## config.mk

```make
export PLATFORM = sky130hd
export DESIGN_NAME = evt_manual_set
export DESIGN_NICKNAME = d
export VERILOG_FILES = /design/src/rtl/evs_pkg.sv /design/src/rtl/evs_regif.sv /design/src/rtl/evs_bit_bank.sv /design/src/rtl/evs_prio_pick.sv /design/src/rtl/evt_manual_set.sv
export SDC_FILE = /design/constraint.sdc
export NUM_CORES = 1
export LEC_CHECK = 0
export BUFFER_PORTS_ARGS = -buffer_cell sky130_fd_sc_hd__buf_2
export CAP_MARGIN = 15
export CORE_MARGIN = 3
export CORE_UTILIZATION = 50
export CTS_BUF_LIST = sky130_fd_sc_hd__clkbuf_2 sky130_fd_sc_hd__clkbuf_4 sky130_fd_sc_hd__clkbuf_8
export CTS_CLUSTER_DIAMETER = 200
export DETAILED_ROUTE_END_ITERATION = 8
export GPL_TIMING_DRIVEN = 0
export PLACE_DENSITY = 0.68
export SETUP_SLACK_MARGIN = 0.15
export SLEW_MARGIN = 20
export SYNTH_ARGS = -nofsm -noshare
export SYNTH_HDL_FRONTEND = slang
export SYNTH_HIERARCHICAL = 1
export SYNTH_SLANG_ARGS = --single-unit
```

## constraint.sdc

```tcl
create_clock -name clk -period 3.4 [get_ports clk]
set_input_delay 0.68 -clock clk [delete_from_list [all_inputs] [get_ports clk]]
set_output_delay 0.68 -clock clk [all_outputs]
set_load 0.005 [all_outputs]
```

## src/rtl/evs_pkg.sv

```systemverilog
`timescale 1ns/1ps
package evs_pkg;

   typedef enum logic [1:0] {
      KIND_SET  = 2'd0,
      KIND_ECLR = 2'd1,
      KIND_MISS = 2'd2,
      KIND_MCLR = 2'd3
   } evs_kind_e;

   // width of a selector field, never below one bit
   function automatic int unsigned sel_width(input int unsigned n);
      return (n > 1) ? $clog2(n) : 1;
   endfunction

endpackage

```

## src/rtl/evs_regif.sv

```systemverilog
`timescale 1ns/1ps
module evs_regif
   import evs_pkg::*;
#(
   parameter  int unsigned NUM_EVT  = 64,
   parameter  int unsigned REG_W    = 32,
   localparam int unsigned NUM_REGS = NUM_EVT / REG_W,
   localparam int unsigned WSEL_W   = sel_width(NUM_REGS),
   localparam int unsigned ADDR_W   = WSEL_W + 2
) (
   input  logic              wr_en,
   input  logic [ADDR_W-1:0] wr_addr,
   input  logic [REG_W-1:0]  wr_data,
   input  logic [ADDR_W-1:0] rd_addr,
   input  logic [NUM_EVT-1:0] pend,
   input  logic [NUM_EVT-1:0] miss,
   output logic [NUM_EVT-1:0] set_vec,
   output logic [NUM_EVT-1:0] mclr_vec,
   output logic [REG_W-1:0]  rd_data
);

   logic [1:0]        wr_kind;
   logic [WSEL_W-1:0] wr_word;
   logic [1:0]        rd_kind;
   logic [WSEL_W-1:0] rd_word;

   assign {wr_kind, wr_word} = wr_addr;
   assign {rd_kind, rd_word} = rd_addr;

   // per-word write decode; trigger-clear writes are deliberately not decoded
   for (genvar w = 0; w < NUM_REGS; w++) begin : g_word
      logic hit;
      assign hit = wr_en && (wr_word == WSEL_W'(w));
      assign set_vec[w*REG_W +: REG_W] =
         (hit && wr_kind == KIND_SET) ? wr_data : '0;
      assign mclr_vec[w*REG_W +: REG_W] =
         (hit && wr_kind == KIND_MCLR) ? wr_data : '0;
   end

   always_comb begin
      rd_data = '0;
      for (int w = 0; w < NUM_REGS; w++) begin
         if (rd_word == WSEL_W'(w)) begin
            if (rd_kind == KIND_SET)
               rd_data = pend[w*REG_W +: REG_W];
            else if (rd_kind == KIND_MISS)
               rd_data = miss[w*REG_W +: REG_W];
         end
      end
   end

endmodule

```

## src/rtl/evs_bit_bank.sv

```systemverilog
`timescale 1ns/1ps
module evs_bit_bank #(
   parameter int unsigned NUM_EVT = 64
) (
   input  logic               clk,
   input  logic               rst_n,
   input  logic [NUM_EVT-1:0] set_vec,
   input  logic [NUM_EVT-1:0] clr_vec,
   input  logic [NUM_EVT-1:0] mclr_vec,
   output logic [NUM_EVT-1:0] pend,
   output logic [NUM_EVT-1:0] miss
);

   for (genvar i = 0; i < NUM_EVT; i++) begin : g_bit
      logic p_q;
      logic m_q;
      logic lost;

      // a set landing on a bit that is still pending loses one request
      assign lost = set_vec[i] & p_q;

      always_ff @(posedge clk or negedge rst_n) begin
         if (!rst_n) begin
            p_q <= 1'b0;
            m_q <= 1'b0;
         end else begin
            p_q <= set_vec[i] | (p_q & ~clr_vec[i]);
            m_q <= lost | (m_q & ~mclr_vec[i]);
         end
      end

      assign pend[i] = p_q;
      assign miss[i] = m_q;
   end

endmodule

```

## src/rtl/evs_prio_pick.sv

```systemverilog
`timescale 1ns/1ps
module evs_prio_pick
   import evs_pkg::*;
#(
   parameter  int unsigned NUM_EVT = 64,
   parameter  int unsigned GROUP_W = 32,
   parameter  bit          HIER    = 1'b1,
   localparam int unsigned IDX_W   = $clog2(NUM_EVT)
) (
   input  logic [NUM_EVT-1:0] req,
   output logic               any,
   output logic [IDX_W-1:0]   idx
);

   assign any = |req;

   if (HIER) begin : g_hier
      localparam int unsigned NGRP  = NUM_EVT / GROUP_W;
      localparam int unsigned LOC_W = sel_width(GROUP_W);

      logic [NGRP-1:0]  g_any;
      logic [LOC_W-1:0] g_loc [NGRP];

      for (genvar g = 0; g < NGRP; g++) begin : g_grp
         logic [GROUP_W-1:0] slice;
         logic [LOC_W-1:0]   loc;

         assign slice    = req[g*GROUP_W +: GROUP_W];
         assign g_any[g] = |slice;

         always_comb begin
            loc = '0;
            for (int b = GROUP_W - 1; b >= 0; b--)
               if (slice[b]) loc = LOC_W'(b);
         end

         assign g_loc[g] = loc;
      end

      always_comb begin
         idx = '0;
         for (int g = NGRP - 1; g >= 0; g--)
            if (g_any[g]) idx = IDX_W'(g * GROUP_W) + IDX_W'(g_loc[g]);
      end
   end else begin : g_flat
      always_comb begin
         idx = '0;
         for (int i = NUM_EVT - 1; i >= 0; i--)
            if (req[i]) idx = IDX_W'(i);
      end
   end

endmodule

```

## src/rtl/evt_manual_set.sv

```systemverilog
`timescale 1ns/1ps
module evt_manual_set
   import evs_pkg::*;
#(
   parameter  int unsigned NUM_EVT   = 64,
   parameter  int unsigned REG_W     = 32,
   parameter  bit          PICK_HIER = 1'b1,
   localparam int unsigned NUM_REGS  = NUM_EVT / REG_W,
   localparam int unsigned WSEL_W    = sel_width(NUM_REGS),
   localparam int unsigned ADDR_W    = WSEL_W + 2,
   localparam int unsigned IDX_W     = $clog2(NUM_EVT)
) (
   input  logic              clk,
   input  logic              rst_n,
   input  logic              reg_wr_en,
   input  logic [ADDR_W-1:0] reg_wr_addr,
   input  logic [REG_W-1:0]  reg_wr_data,
   input  logic [ADDR_W-1:0] reg_rd_addr,
   output logic [REG_W-1:0]  reg_rd_data,
   output logic              sub_valid,
   output logic [IDX_W-1:0]  sub_idx,
   input  logic              sub_ready
);

   if (NUM_EVT < 2) begin : g_bad_num
      $error("NUM_EVT must be at least 2");
   end
   if (REG_W < 2) begin : g_bad_regw
      $error("REG_W must be at least 2");
   end
   if (NUM_EVT % REG_W != 0) begin : g_bad_split
      $error("NUM_EVT must be a multiple of REG_W");
   end

   logic [NUM_EVT-1:0] pend_q;
   logic [NUM_EVT-1:0] miss_q;
   logic [NUM_EVT-1:0] set_vec;
   logic [NUM_EVT-1:0] mclr_vec;
   logic [NUM_EVT-1:0] clr_vec;
   logic               hs;

   evs_regif #(
      .NUM_EVT (NUM_EVT),
      .REG_W   (REG_W)
   ) u_regif (
      .wr_en    (reg_wr_en),
      .wr_addr  (reg_wr_addr),
      .wr_data  (reg_wr_data),
      .rd_addr  (reg_rd_addr),
      .pend     (pend_q),
      .miss     (miss_q),
      .set_vec  (set_vec),
      .mclr_vec (mclr_vec),
      .rd_data  (reg_rd_data)
   );

   evs_bit_bank #(
      .NUM_EVT (NUM_EVT)
   ) u_bank (
      .clk      (clk),
      .rst_n    (rst_n),
      .set_vec  (set_vec),
      .clr_vec  (clr_vec),
      .mclr_vec (mclr_vec),
      .pend     (pend_q),
      .miss     (miss_q)
   );

   evs_prio_pick #(
      .NUM_EVT (NUM_EVT),
      .GROUP_W (REG_W),
      .HIER    (PICK_HIER)
   ) u_pick (
      .req (pend_q),
      .any (sub_valid),
      .idx (sub_idx)
   );

   assign hs = sub_valid & sub_ready;

   for (genvar i = 0; i < NUM_EVT; i++) begin : g_clr
      assign clr_vec[i] = hs && (sub_idx == IDX_W'(i));
   end

endmodule

```

==> Word-level counts from Yosys, hierarchy flattened <==
Cells that the tools add are included.
{ "word_totals": {"register_bits": 128, "in_bits": 42, "wordCells": 796} }
{ "classes": {"add_sub_neg": 1, "eq_ne": 65, "n_mux": 76, "bitwise": 450, "reduce_logical": 76} }
{ "op_table": {"columns": ["operator", "n"], "rows": [
  ["two-way mux 32 bit", 10],
  ["two-way mux 5 bit", 64],
  ["AND 1 bit", 193],
  ["equality test 6 bit (second input constant)", 32],
  ["inverter 1 bit", 129],
  ["bitwise OR 1 bit", 128],
  ["equality test 6 x 5 -> 1 bit (second input constant)", 16],
  ["logical AND 1 bit", 70],
  ["OR reduction 32 bit", 2],
  ["OR reduction 64 bit", 1],
  ["equality test 6 x 4 -> 1 bit (second input constant)", 8],
  ["equality test 6 x 3 -> 1 bit (second input constant)", 4],
  ["equality test 6 x 2 -> 1 bit (second input constant)", 2],
  ["two-way mux 6 bit", 2],
  ["adder 6 x 5 -> 6 bit (first input constant)", 1],
  ["equality test 6 x 1 -> 1 bit (second input constant)", 1],
  ["logical NOT 6 bit", 1],
  ["equality test 2 bit (second input constant)", 2],
  ["logical NOT 2 bit", 2]
]} }

==> Longest topological paths before layout <==
{ "depth": {"ltp_word": 40, "mapped_depth": 12} }

==> By module <==
Netlist, hierarchy kept.
{ "modules_own_cells": {"columns": ["mod", "n_inst", "cells_each", "area_each_um2", "seq_area_each_um2"], "rows": [
  ["evs_bit_bank", 1, 576, 5685.5, 3203.1],
  ["evs_regif", 1, 256, 1880.6, 0.0],
  ["evs_prio_pick", 1, 142, 894.6, 0.0],
  ["evt_manual_set", 1, 93, 473.0, 0.0]
]} }

==> Worst setup path before layout <==
No wires, ideal clock.
{ "synth_path": {"path_kind": "register to register", "startpoint": "register u_bank.g_bit[29].p_q", "endpoint": "register u_bank.g_bit[40].p_q", "setup_time_ns": 0.118, "arrival_ns": 2.728, "t_required_ns": 3.282, "slack_ns": 0.554, "path_stages_with_launch": 11, "period_less_slack_ns": 2.846, "path_cell_list": "dfrtp_1 buf_4 nor4_2 nand4_2 nor3_4 nand2_2 o31ai_2 or4b_1 nor2_1 inv_1 a21o_1"} }
{ "synth_lines": {"columns": ["item", "line", "source"], "rows": [
  ["from (decl)", "evs_bit_bank.sv:15", "logic p_q;"],
  ["from (signal assigned)", "evs_bit_bank.sv:27", "p_q <= set_vec[i] | (p_q & ~clr_vec[i]);"],
  ["OR reduction 32 bit", "evs_prio_pick.sv:29", "assign g_any[g] = |slice;"],
  ["two-way mux 6 bit", "evs_prio_pick.sv:43", "if (g_any[g]) idx = IDX_W'(g * GROUP_W) + IDX_W'(g_loc[g]);"],
  ["named net sub_idx[5]", "evt_manual_set.sv:21", "output logic [IDX_W-1:0] sub_idx,"],
  ["equality test 6 bit", "evt_manual_set.sv:82", "assign clr_vec[i] = hs && (sub_idx == IDX_W'(i));"],
  ["logical AND 1 bit", "evt_manual_set.sv:82", null],
  ["named net clr_vec[40]", "evt_manual_set.sv:39", "logic [NUM_EVT-1:0] clr_vec;"],
  ["inverter 1 bit", "evs_bit_bank.sv:27", null],
  ["AND 1 bit", "evs_bit_bank.sv:27", null],
  ["bitwise OR 1 bit", "evs_bit_bank.sv:27", null],
  ["to (signal assigned)", "evs_bit_bank.sv:27", null],
  ["to (decl)", "evs_bit_bank.sv:15", null]
]} }
The timed path passes the listed nets, and every way through them passes these cells.

==> Worst setup path in the final report <==
{ "layout_path": {"startpoint": "register u_bank.g_bit[18].p_q", "endpoint": "output port sub_idx[3]"} }
{ "layout_via": {"elab_chain_len": 20} }
{ "layout_rtl": {"columns": ["item", "line", "source"], "rows": [
  ["from (decl)", "evs_bit_bank.sv:15", null],
  ["from (signal assigned)", "evs_bit_bank.sv:27", null],
  ["two-way mux 5 bit (19 in series)", "evs_prio_pick.sv:34", "if (slice[b]) loc = LOC_W'(b);"],
  ["two-way mux 6 bit (*)", "evs_prio_pick.sv:43", null],
  ["to (decl)", "evt_manual_set.sv:21", null]
]} }
Every way passes the cells marked *; elsewhere a longest branch is shown, timed or not.

==> qor.txt <==
Worst vdd ir: 327 uV
Via total after detailed routing: 7321
Drt pass-1 iters: 5
Number of flops mapped to enable cells by yosys: 0
Power Dens Cells: 593 mW/mm^2
Yosys reg bits: 128
YS warnings: 6
Post-layout min period: 3.20 ns
WL/cell: 17.0 um
I/O pin cnt: 81
Mean area per synthesized cell: 8.37 sq um
Startpoint Class: flop
FILL cells: 1635
Crit. End Element: output pin
Number of global-route vias before repair: 6977
Clk Tree Root Cell: clkbuf_8
Core area: 0.0174 sq mm
TritonCTS clock tree: done
Crit-path max FO: 4
RePlAce Congestion: 0.944
Worst EP required: 2.72 ns
Synthesized area: 0.00893 sq mm
Sequential fraction of the synthesis area: 0.359
Initial antenna violation count: 0
Leak pwr: 4.84 nW
ANT cells: 0
FF+latch area: 0.00320 sq mm
Via/cell ratio: 5.17
Relative slew slack: 0.509
Finished Layout Cells: 1415
Crit Path Class: reg -> out
Initial drt markers: 505
Area share of the largest cell type after synthesis: 0.359
Unrepaired setup endpoints after global routing: yes
# placed instances: 1372
Nets: 1219
Clk slew on worst S/H paths: 0.08 ns
Max Freq: 313 MHz
# hold bufs at CTS: 0
Multi-input logic area: 0.00416 sq mm
Setup WS post-layout: 0.200 ns
Status: completed
Row cnt: 48
Global-route wire length before repair: 37.6 mm
Dominant synthesized flop cell: dfrtp_1
Initial Util: 0.513
Slew Limit Fails: 0
CTS Sinks: 128
Die height: 140 um
DRT antenna net count: 0
Worst Tran Pin Value: 0.737 ns
Endpoints failing hold: 0
Synth area leaders: dfrtp_1 36%, buf_4 11%, and2_1 7.5%
R2r setup slk: 0.27 ns
Area grow syn2layout: 14.5%
Syn Inst Count: 1067
Post-synth ARST share: 1.00
GRT Total Usage: 0.247
Largest net degree at the start of global routing: 68
Pre-CTS WS: -0.0679 ns
Mapped Nets: 1109
Synth unique cells: 52
Layout cell share with drive strength beyond 1: 0.276
Clock Skew: 0.0107 ns
Worst-Skew Late Latency: 0.45 ns
Setup violators final: 0
Drc violations: 0
Max clock buf depth: 2
GR Overflow Total: 0
Routed WL: 24.1 mm
Die Wd: 140 um
Worst Hold Class: in -> async
Clock buffer count from CTS: 17
PortBufs: 79
# H-tree levels: 4
Final Cycle Share: 0.941
Area leader, netlist: dfrtp_1
Max-Cap Viols: 0
Worst Path Arrival: 2.52 ns
Post-DP HPWL: 17.8 mm
Die area: 0.0195 sq mm
==> what timing repair did <==
item                       in CTS  in global routing
hold endpoints to repair        0                  0
pin swaps                       2                  7
setup endpoints to repair      56                 65
setup buffers                   3                  8
gates resized for setup         6                 15
==> metal layers <==
layer / wire [um] / global-route usage
met5: 0 / 0
met1: 11000 / 0.342
met3: 1360 / 0.0464
met4: 603 / 0.0770
met2: 11100 / 0.394
==> synth_stat cells (2+ instances only) <==
master and number:
nor4_4 4, nand4_1 3, a21oi_1 16, nand4bb_1 7, nor4_2 7, a211oi_1 2
o31ai_1 3, o22ai_1 32, or4b_1 3, buf_2 3, o221ai_1 2, nand4_2 2
nand2_1 76, nand2b_1 2, clkbuf_1 13, mux2i_1 64, a21o_1 64, nand4b_1 6
clkbuf_2 12, a31o_1 2, nor2_1 89, or4_1 2, nor4_1 10, o31a_1 2
and2_2 21, o311ai_0 2, dfrtp_1 128, inv_1 141, nor3_1 11, o21ai_0 9
and2_1 107, o21ai_1 68, buf_4 135
==> per-stage QoR <==
stage | setup TNS [ns] | instance area [sq um] | util | hold WS [ns] | power, W
after floorplan | 0 | 8930 | - | 0.384 | 0.00395
after global placement | -27.07 | 9610 | 0.552 | 0.484 | 0.00455
after detailed placement | -0.401 | 9650 | 0.554 | 0.490 | 0.00460
after CTS | 0 | 10100 | 0.580 | 0.166 | 0.00600
after global routing | 0 | 10200 | 0.588 | 0.173 | 0.00645
final | 0 | 10200 | 0.588 | 0.164 | 0.00607
==> sequential cells by signal, indices dropped and copies added, names as in the netlist <==
signal / flops
u_bank/g_bit.p_q: 64
u_bank/g_bit.m_q: 64
==> report_power, final <==
group,internal [W],total (W),leakage [nW],switching (W)
combinational,0.00126,0.00253,3.19,0.00127
sequential,0.00193,0.00219,1.43,0.000256
clock,0.000755,0.00135,0.215,0.000599
total,0.00395,0.00607,4.84,0.00213
==> layout by cell type (no fill, tap or decap), drive strengths merged, types with 2 or more instances in the layout <==
cell	n
nor3	12
buf	229
and2	128
mux2i	64
clkbuf	51
nand4b	6
o31ai	4
nor4	21
nand2b	2
a21oi	16
o311ai	2
a2111oi	2
a211oi	2
o22ai	32
bufinv	2
a31o	2
o21ai	77
o221ai	2
or4	3
clkinv	4
or4b	4
nand4	5
o31a	2
dfrtp	128
nand2	77
a21o	64
nand4bb	7
inv	141
and4	2
nor2	89
==> critical path, stage by stage, from the launching register on <==
cell	delay, ns
dfrtp_1	0.41
buf_6	0.14
nor4_4	0.40
nand4_2	0.23
nor3_4	0.25
nand2_2	0.13
o31ai_4	0.33
buf_2	0.19
==> cell families (layout without fill, tap and decap cells) <==
| kind of cell | count (synthesis) | count (layout) | share of synthesized area |
|---|---|---|---|
| AOI/OAI and AO/OA | 209 | 209 | 0.148 |
| buffers and inverters | 304 | 427 | 0.187 |
| DFF | 128 | 128 | 0.359 |
| muxes | 64 | 64 | 0.0717 |
| and+or+nand+nor | 362 | 362 | 0.235 |
==> final cells by class <==
| type | count | area share |
|---|---|---|
| Inverter | 141 | 0.0517 |
| Timing Repair Buffer | 91 | 0.0504 |
| Multi-Input combinational cell | 635 | 0.406 |
| Clock buffer | 26 | 0.0313 |
| Tap cell | 225 | 0.0275 |
| Buffer | 163 | 0.112 |
| Sequential cell | 128 | 0.313 |
| Clock inverter | 6 | 0.00783 |
==> path summary, 6_finish.rpt <==
check                                                from                             end  depth (start not counted)
setup / recovery           u_bank/g_bit[18].p_q$_DFF_PN0_                      sub_idx[3]                          7
hold / removal                                      rst_n  u_bank/g_bit[33].m_q$_DFF_PN0_                          1
setup reg to reg           u_bank/g_bit[18].p_q$_DFF_PN0_  u_bank/g_bit[42].p_q$_DFF_PN0_                         11
hold reg to reg            u_bank/g_bit[23].p_q$_DFF_PN0_  u_bank/g_bit[23].p_q$_DFF_PN0_                          1
max in group asynchronous                           rst_n  u_bank/g_bit[53].p_q$_DFF_PN0_                          2
min in group clk           u_bank/g_bit[23].p_q$_DFF_PN0_  u_bank/g_bit[23].p_q$_DFF_PN0_                          1
(Power assumes the default switching activity.)
